File: src/rtl/tourn_pkg.sv
package tourn_pkg;
  typedef struct packed {
    logic trainEn;
    logic outcome;
    logic chUp;
    logic chDown;
  } strobe_t;

  function automatic logic [1:0] satStep(input logic [1:0] cnt, input logic up);
    if (up) return (cnt == 2'd3) ? cnt : cnt + 2'd1;
    else    return (cnt == 2'd0) ? cnt : cnt - 2'd1;
  endfunction
endpackage

File: src/rtl/tourn_ctrl.sv
module tourn_ctrl
  import tourn_pkg::*;
(
  input  logic    updValid,
  input  logic    updTaken,
  input  logic    updGsharePred,
  input  logic    updBimodalPred,
  output strobe_t strobe
);
  logic gsRight, bmRight;

  always_comb begin
    gsRight        = (updGsharePred == updTaken);
    bmRight        = (updBimodalPred == updTaken);
    strobe.trainEn = updValid;
    strobe.outcome = updTaken;
    strobe.chUp    = updValid & gsRight & ~bmRight;
    strobe.chDown  = updValid & bmRight & ~gsRight;
  end
endmodule

File: src/rtl/tourn_datapath.sv
module tourn_datapath
  import tourn_pkg::*;
#(
  parameter int ADDR_W    = 16,
  parameter int GS_IDX_W  = 6,
  parameter int BIM_IDX_W = 4,
  parameter int CH_IDX_W  = 4
) (
  input  logic              clk,
  input  logic              rst_n,
  input  logic [ADDR_W-1:0] lookupPc,
  input  logic [ADDR_W-1:0] updPc,
  input  strobe_t           strobe,
  output logic              predTaken,
  output logic              predGshare,
  output logic              predBimodal
);
  localparam int GS_N  = 1 << GS_IDX_W;
  localparam int BIM_N = 1 << BIM_IDX_W;
  localparam int CH_N  = 1 << CH_IDX_W;

  logic [1:0] gsTab [GS_N];
  logic [1:0] bmTab [BIM_N];
  logic [1:0] chTab [CH_N];
  logic [GS_IDX_W-1:0] ghr;

  logic [GS_IDX_W-1:0]  gsLkIdx, gsUpIdx;
  logic [BIM_IDX_W-1:0] bmLkIdx, bmUpIdx;
  logic [CH_IDX_W-1:0]  chLkIdx, chUpIdx;

  always_comb begin
    gsLkIdx = ghr ^ lookupPc[GS_IDX_W-1:0];
    gsUpIdx = ghr ^ updPc[GS_IDX_W-1:0];
    bmLkIdx = lookupPc[BIM_IDX_W-1:0];
    bmUpIdx = updPc[BIM_IDX_W-1:0];
    chLkIdx = lookupPc[CH_IDX_W-1:0];
    chUpIdx = updPc[CH_IDX_W-1:0];
    predGshare  = gsTab[gsLkIdx][1];
    predBimodal = bmTab[bmLkIdx][1];
    predTaken   = chTab[chLkIdx][1] ? predGshare : predBimodal;
  end

  always_ff @(posedge clk or negedge rst_n) begin
    if (!rst_n) begin
      for (int i = 0; i < GS_N; i++)  gsTab[i] <= 2'd1;
      for (int i = 0; i < BIM_N; i++) bmTab[i] <= 2'd1;
      for (int i = 0; i < CH_N; i++)  chTab[i] <= 2'd2;
      ghr <= '0;
    end else if (strobe.trainEn) begin
      gsTab[gsUpIdx] <= satStep(gsTab[gsUpIdx], strobe.outcome);
      bmTab[bmUpIdx] <= satStep(bmTab[bmUpIdx], strobe.outcome);
      if (strobe.chUp || strobe.chDown)
        chTab[chUpIdx] <= satStep(chTab[chUpIdx], strobe.chUp);
      ghr <= {ghr[GS_IDX_W-2:0], strobe.outcome};
    end
  end

  // Checking support: snapshot of the entries touched by an update
  logic [1:0] chAtUpd, bmAtUpd;
  logic [CH_IDX_W-1:0]  lastChIdx;
  logic [BIM_IDX_W-1:0] lastBmIdx;
  assign chAtUpd = chTab[chUpIdx];
  assign bmAtUpd = bmTab[bmUpIdx];
  always_ff @(posedge clk or negedge rst_n) begin
    if (!rst_n) begin
      lastChIdx <= '0;
      lastBmIdx <= '0;
    end else begin
      lastChIdx <= chUpIdx;
      lastBmIdx <= bmUpIdx;
    end
  end


  hist_shift_chk: assert property (@(posedge clk) disable iff (!rst_n)
    strobe.trainEn |=> ghr == {$past(ghr[GS_IDX_W-2:0]), $past(strobe.outcome)});


  idle_hist_chk: assert property (@(posedge clk) disable iff (!rst_n)
    !strobe.trainEn |=> $stable(ghr));


  chooser_up_chk: assert property (@(posedge clk) disable iff (!rst_n)
    strobe.chUp |=> chTab[lastChIdx] == (($past(chAtUpd) == 2'd3) ? 2'd3 : $past(chAtUpd) + 2'd1));


  chooser_down_chk: assert property (@(posedge clk) disable iff (!rst_n)
    strobe.chDown |=> chTab[lastChIdx] == (($past(chAtUpd) == 2'd0) ? 2'd0 : $past(chAtUpd) - 2'd1));


  chooser_hold_chk: assert property (@(posedge clk) disable iff (!rst_n)
    (strobe.trainEn && !strobe.chUp && !strobe.chDown) |=> chTab[lastChIdx] == $past(chAtUpd));


  strobe_excl_chk: assert property (@(posedge clk) disable iff (!rst_n)
    $onehot0({strobe.chUp, strobe.chDown}));


  bim_train_chk: assert property (@(posedge clk) disable iff (!rst_n)
    (strobe.trainEn && strobe.outcome) |=> bmTab[lastBmIdx] >= $past(bmAtUpd));
endmodule

File: src/rtl/tournament_predictor.sv
module tournament_predictor
  import tourn_pkg::*;
#(
  parameter int ADDR_W    = 16,
  parameter int GS_IDX_W  = 6,
  parameter int BIM_IDX_W = 4,
  parameter int CH_IDX_W  = 4
) (
  input  logic              clk,
  input  logic              rst_n,
  input  logic [ADDR_W-1:0] lookupPc,
  output logic              predTaken,
  output logic              predGshare,
  output logic              predBimodal,
  input  logic              updValid,
  input  logic [ADDR_W-1:0] updPc,
  input  logic              updTaken,
  input  logic              updGsharePred,
  input  logic              updBimodalPred
);
  strobe_t strobe;

  tourn_ctrl u_ctrl (
    .updValid       (updValid),
    .updTaken       (updTaken),
    .updGsharePred  (updGsharePred),
    .updBimodalPred (updBimodalPred),
    .strobe         (strobe)
  );

  tourn_datapath #(
    .ADDR_W    (ADDR_W),
    .GS_IDX_W  (GS_IDX_W),
    .BIM_IDX_W (BIM_IDX_W),
    .CH_IDX_W  (CH_IDX_W)
  ) u_dp (
    .clk         (clk),
    .rst_n       (rst_n),
    .lookupPc    (lookupPc),
    .updPc       (updPc),
    .strobe      (strobe),
    .predTaken   (predTaken),
    .predGshare  (predGshare),
    .predBimodal (predBimodal)
  );
endmodule

File: config.mk
export PLATFORM = sky130hd
export DESIGN_NAME = tournament_predictor
export DESIGN_NICKNAME = d
export VERILOG_FILES = /design/src/rtl/tourn_pkg.sv /design/src/rtl/tourn_ctrl.sv /design/src/rtl/tourn_datapath.sv /design/src/rtl/tournament_predictor.sv
export SDC_FILE = /design/constraint.sdc
export NUM_CORES = 1
export LEC_CHECK = 0
export ABC_CLOCK_PERIOD_IN_PS = 3800
export CAP_MARGIN = 20
export CELL_PAD_IN_SITES_DETAIL_PLACEMENT = 0
export CELL_PAD_IN_SITES_GLOBAL_PLACEMENT = 1
export CORE_AREA = 3 3 160 162
export DETAILED_ROUTE_END_ITERATION = 16
export DIE_AREA = 0 0 163 165
export PLACE_DENSITY = 0.71
export SETUP_SLACK_MARGIN = 0.02
export SLEW_MARGIN = 20
export SYNTH_ARGS = -nofsm -noshare
export SYNTH_HDL_FRONTEND = slang
export SYNTH_SLANG_ARGS = --single-unit
File: constraint.sdc
create_clock -name clk -period 3.8 [get_ports clk]
set_input_delay 0.57 -clock clk [delete_from_list [all_inputs] [get_ports clk]]
set_output_delay 0.57 -clock clk [all_outputs]
set_load 0.01 [all_outputs]
### Word-level counts from Yosys, hierarchy flattened

Index checks and enable logic that the tools add are counted.

| storage, ports and cells | value |
|---|---|
| output and inout bits | 3 |
| flip-flop bits (word level) | 198 |
| bits of input ports | 38 |
| word-level logic and storage cells | 172 |

| operators by class | value |
|---|---|
| bitwise logic cells | 12 |
| reductions and logical operators | 7 |
| $lt $le $gt $ge | 6 |
| multiplexer cells | 39 |
| equal/unequal tests | 5 |
| add/sub/neg operators | 6 |

Operator list:

| operator | count |
|---|---|
| $bwmux W128 | 1 |
| $bwmux W32 | 2 |
| $mux W2 | 27 |
| $bmux W2 S4 | 4 |
| $bmux W2 S6 | 2 |
| $ge A7 B7 Y1 const B | 2 |
| $not A6 Y7 | 2 |
| $demux W2 S6 | 1 |
| $xor A6 B6 Y6 | 2 |
| $ge A5 B5 Y1 const B | 2 |
| $not A4 Y5 | 2 |
| $demux W2 S4 | 1 |
| $lt A7 B1 Y1 const B | 1 |
| $add A2 B1 Y2 const B | 3 |
| $eq A2 B2 Y1 const B | 3 |
| $logic_not A2 Y1 | 3 |
| $sub A2 B1 Y2 const B | 3 |
| $lt A5 B1 Y1 const B | 1 |
| $and A1 B1 Y1 | 4 |
| $eq A1 B1 Y1 | 2 |
| $logic_and A1 B1 Y1 | 2 |
| $not A1 Y1 | 2 |
| $reduce_and A2 Y1 | 1 |
| $logic_or A1 B1 Y1 | 1 |
| $mux W1 | 1 |

### Longest topological paths before layout

| depth | value |
|---|---|
| depth in word-level cells | 10 |
| mapped depth | 14 |
| mapped depth without buffers | 8 |

### Cells and area by module

From an unflattened synthesis, not the netlist that was laid out.

| second synthesis, totals | value |
|---|---|
| cells, all modules | 944 |
| area, all modules | 10348.7 sq um |

By module, submodules not included:

| module | seq. area each (sq um) | instances | area each (sq um) | cells an instance |
|---|---|---|---|---|
| tourn_datapath | 5074.9 | 1 | 10283.6 | 936 |
| tourn_ctrl | 0.0 | 1 | 65.1 | 8 |

### Worst setup path after synthesis

No wires, ideal clock.

| path | value |
|---|---|
| path kind | input port to output port |
| start point | input lookupPc[0] |
| end point | output predTaken |
| data arrival time | 3.475 ns |
| cell stages on the path | 8 |
| buffers on the path | 2 |
| data required time | 3.230 ns |
| setup slack | -0.245 ns |
| cells stage by stage | buf_2 xor2_1 buf_2 mux4_2 mux4_2 a211oi_1 a21oi_1 mux2_2 |

| on the way | value |
|---|---|
| word-level cells in the longest chain between the ends | 6 |
| elaborated cells between the ends (all ways) | 13 |
| classes of those cells | mux (10); bitwise (3) |

Ends and longest elaborated chain:

| element | RTL line | text |
|---|---|---|
| from (decl) | tournament_predictor.sv:11 | `input logic [ADDR_W-1:0] lookupPc,` |
| $xor A6 B6 Y6 | tourn_datapath.sv:32 | `gsLkIdx = ghr ^ lookupPc[GS_IDX_W-1:0];` |
| $not A6 Y7 (implied by the code) | tourn_datapath.sv:38 | `predGshare = gsTab[gsLkIdx][1];` |
| $bmux W2 S6 | tourn_datapath.sv:38 |  |
| $mux W2 (implied by the code) (2 in a row) | tourn_datapath.sv:38 |  |
| named net predGshare | tournament_predictor.sv:13 | `output logic predGshare,` |
| $mux W1 | tourn_datapath.sv:40 | `predTaken = chTab[chLkIdx][1] ? predGshare : predBimodal;` |
| to (decl) | tournament_predictor.sv:12 | `output logic predTaken,` |

The timed path passes the listed nets, and every way through them passes these cells. The select of a mux whose other input is x is not followed.

### Worst setup path after layout

| path | value |
|---|---|
| start point | register u_dp.ghr[0] |
| end point | output predTaken |

| on the way | value |
|---|---|
| word-level cells in the longest chain between the ends | 6 |

Ends and longest elaborated chain:

| element | RTL line | text |
|---|---|---|
| from (decl) | tourn_datapath.sv:25 | `logic [GS_IDX_W-1:0] ghr;` |
| from (signal assigned) | tourn_datapath.sv:54 | `ghr <= {ghr[GS_IDX_W-2:0], strobe.outcome};` |
| $xor A6 B6 Y6 | tourn_datapath.sv:32 |  |
| $not A6 Y7 (implied by the code) | tourn_datapath.sv:38 |  |
| $bmux W2 S6 | tourn_datapath.sv:38 |  |
| $mux W2 (implied by the code) (2 in a row) | tourn_datapath.sv:38 |  |
| $mux W1 | tourn_datapath.sv:40 |  |

Every way passes these cells. The select of a mux whose other input is x is not followed.

==> metrics.csv <==
metric,value,unit
drive_above_1_share,33.6,%
met1_length,13500,um
vias,8144,
drt-initial-drc-count,764,
fillers,2208,
leakagePower,4.93,nW
async_flop_share,100,%
fmax,0.270,GHz
grt.overflow.total,0,
cap_violations,0,
io_pins,41,
finalHoldViolCount,0,
sw_frac_of_total,37.8,%
clock_path_buffers,2,
startpoint_type,flop,
cts_made_buffers,17,
synth-edff-count,0,
holdWs,0.222,ns
die-height,165,um
htreeDepth,4,
rr_endpoint,u_dp.gsTab[42]$_DFFE_PN1P_,
wl_met2,14600,um
io_buffers,20,
peakVddDrop,388,uV
p_int,5.56,mW
clockPowerShare,20.7,%
synth_seq_area_share,47.8,%
dr.pass1.iters,6,
switchingPower,3.38,mW
root_buffer,clkbuf_16,
hold_class,primary input to async pin,
rsz0062_at_grt,yes,
dpl.hpwl,21100,um
clkTransAtPathRegs,0.08,ns
grt_start_max_net_pins,86,
worstReg2RegStart,u_dp.ghr[0]$_DFFE_PN0P_,
cts_tree,yes,
ys_types,55,
synth_nets,1050,
final-setup-viol-count,0,
status,completed,
syn_to_final_growth,17.2,%
wl_met3,1520,um
worst-path-max-fanout,6,
synth.avg_cell_area,10.5,sq um
crit_arrival,3.14,ns
r2r_cells,10,
grt_pass1_vias,8049,
core-area,24200,sq um
ys_warn_count,0,
comb_power_share,37.4,%
fin_crit,3.71,ns
wl,30100,um
nets,1118,
worst-slew-pin-transition,0.857,ns
synth_cells,1012,
row_count,57,
power.density,719,nW/um^2
synth_ff_type,dfrtp_1,
start_util,43.8,%
power_frac_seq,41.9,%
seq_area,5080,sq um
finalCritPeriodShare,97.6,%
crit_type,flop to output port,
slew_headroom,42.7,%
rrSetupSlack,0.18,ns
holdBufCountCts,0,
grt_pass1_wl,47500,um
antenna_found_initial,0,
wl_per_cell,21.2,um
drt-vias-per-instance,5.75,
clock_skew,0.0153,ns
insertion_delay,0.45,ns
top_layer_used,met4,
gp_congestion,0.856,
cp-end-kind,output port,
synth_area,10600,sq um
die_x,163,um
slew_violations,0,
grt.total_usage,23.2,%
die_area,26900,sq um
multi_input_area,5370,sq um
drc,0,
ys_seq_elements,198,
ant_nets,0,
clock_sinks,198,
antenna_cells,0,
p_total,8.94,mW
worstPathRequired,3.23,ns
-- power by group through the flow --
stage               logic (mW)  registers [mW]  clock network [mW]
floorplan                 2.20            3.49                   0
global placement          3.22            3.75                   0
detailed placement        3.28            3.75                   0
CTS                       3.30            3.73                1.90
global route              3.65            3.82                1.98
finish                    3.34            3.74                1.85
-- flip-flops by register name, indices dropped and copies added, names as in the netlist --
register	count
u_dp.bmTab	32
u_dp.chTab	32
u_dp.ghr	6
u_dp.gsTab	128
-- cell usage in the layout, fill, tap and decap left out, types with 53 or more instances in the layout --
master,instances
a21oi_1,75
buf_4,76
dfrtp_1,101
dfstp_2,96
mux2_2,71
mux4_2,59
nand2_1,164
nor2_1,169
o21ai_1,53
-- layout make-up --
class	instances	share of cell area, %
multi-input combinational	753	43.2
sequential	198	40.8
timing repair buffer	107	7.76
clock buffer	17	3.42
tap	324	3.26
clock inverter	15	1.46
inverter	3	0.0905
-- routing by layer --
metal  vias to the layer above  global-route usage, %
met5                         -                      0
met4                         0                   5.73
met3                        41                   3.89
met2                       261                   37.4
met1                      4060                   32.9
li1                       3782                      -
-- timing repair --
| item | 4_1_cts | 5_1_grt |
|---|---|---|
| cloned | 0 | 0 |
| pin swaps | 2 | 3 |
| resized for setup | 10 | 10 |
| setup buffers | 1 | 5 |
| endpoints found under the setup margin | 3 | 40 |
-- synth_stat cells (2+ instances only) --
master | count | area share (%)
buf_1 | 6 | 0.21
nor2b_1 | 3 | 0.18
xor2_1 | 9 | 0.74
o31ai_1 | 8 | 0.57
nor2_1 | 169 | 6.0
nor3_1 | 6 | 0.28
buf_2 | 18 | 0.85
o31ai_2 | 4 | 0.47
a21oi_1 | 76 | 3.6
o22ai_1 | 4 | 0.24
a221oi_1 | 9 | 0.74
mux4_2 | 59 | 13
mux2_2 | 72 | 7.6
dfstp_2 | 96 | 24
xor2_2 | 2 | 0.31
nand4_1 | 5 | 0.29
nand3b_1 | 2 | 0.14
clkbuf_1 | 31 | 1.1
o21ai_1 | 53 | 2.5
nand2_1 | 164 | 5.8
o221ai_1 | 3 | 0.25
a211oi_1 | 3 | 0.21
maj3_1 | 5 | 0.47
xnor2_1 | 8 | 0.66
o21ai_0 | 17 | 0.80
or3_1 | 2 | 0.12
dfrtp_1 | 102 | 24
nand2b_1 | 4 | 0.24
inv_1 | 3 | 0.11
and3_1 | 2 | 0.12
buf_4 | 3 | 0.21
o2bb2ai_1 | 5 | 0.41
nand3_1 | 16 | 0.75
mux2i_1 | 18 | 1.7
a31oi_1 | 5 | 0.29
-- worst max-delay path: stages (launching register included) --
cell      delay (ns)
dfrtp_2         0.45
xor2_4          0.16
buf_12          0.14
buf_8           0.12
mux4_2          0.50
mux4_2          0.45
nor2b_1         0.15
a211oi_2        0.19
a21oi_2         0.11
mux2_4          0.31
clkbuf_2        0.13
-- worst max path at each step --
stage	startpoint	end	slack, ns	cells past startpoint
after floorplan	lookupPc[0]	predTaken	0.09	8
after global placement	lookupPc[0]	predTaken	-0.60	10
after detailed placement	lookupPc[0]	predTaken	-0.57	10
after CTS	u_dp.ghr[0]$_DFFE_PN0P_	predTaken	-0.07	9
after global routing	u_dp.ghr[0]$_DFFE_PN0P_	predTaken	0.02	10
final	u_dp.ghr[0]$_DFFE_PN0P_	predTaken	0.09	10
-- logic make-up (layout without fill, tap and decap cells) --
group | count (synthesis) | after routing | synth area share (%)
compound gates | 199 | 199 | 11.1
xor+xnor | 20 | 20 | 1.86
fa+ha+maj | 6 | 6 | 0.578
buf+inv | 61 | 142 | 2.48
flops | 198 | 198 | 47.8
mux | 150 | 150 | 22.0
simple gates | 378 | 378 | 14.2
-- stage by stage --
step | setup TNS [ns] | worst slack [ns] | instances | cell area [sq um] | utilization [%]
floorplan | 0 | 0.0878 | 1012 | 10600 | -
global placement | -47.43 | -0.602 | 1379 | 11700 | 48.4
detailed placement | -40.19 | -0.567 | 1379 | 11700 | 48.4
CTS | -0.0683 | -0.0683 | 1412 | 12400 | 51.1
global route | 0 | 0.0158 | 1417 | 12400 | 51.3
finish | 0 | 0.0924 | 1417 | 12400 | 51.3
No activity file was read; power rests on OpenSTA's default activity.
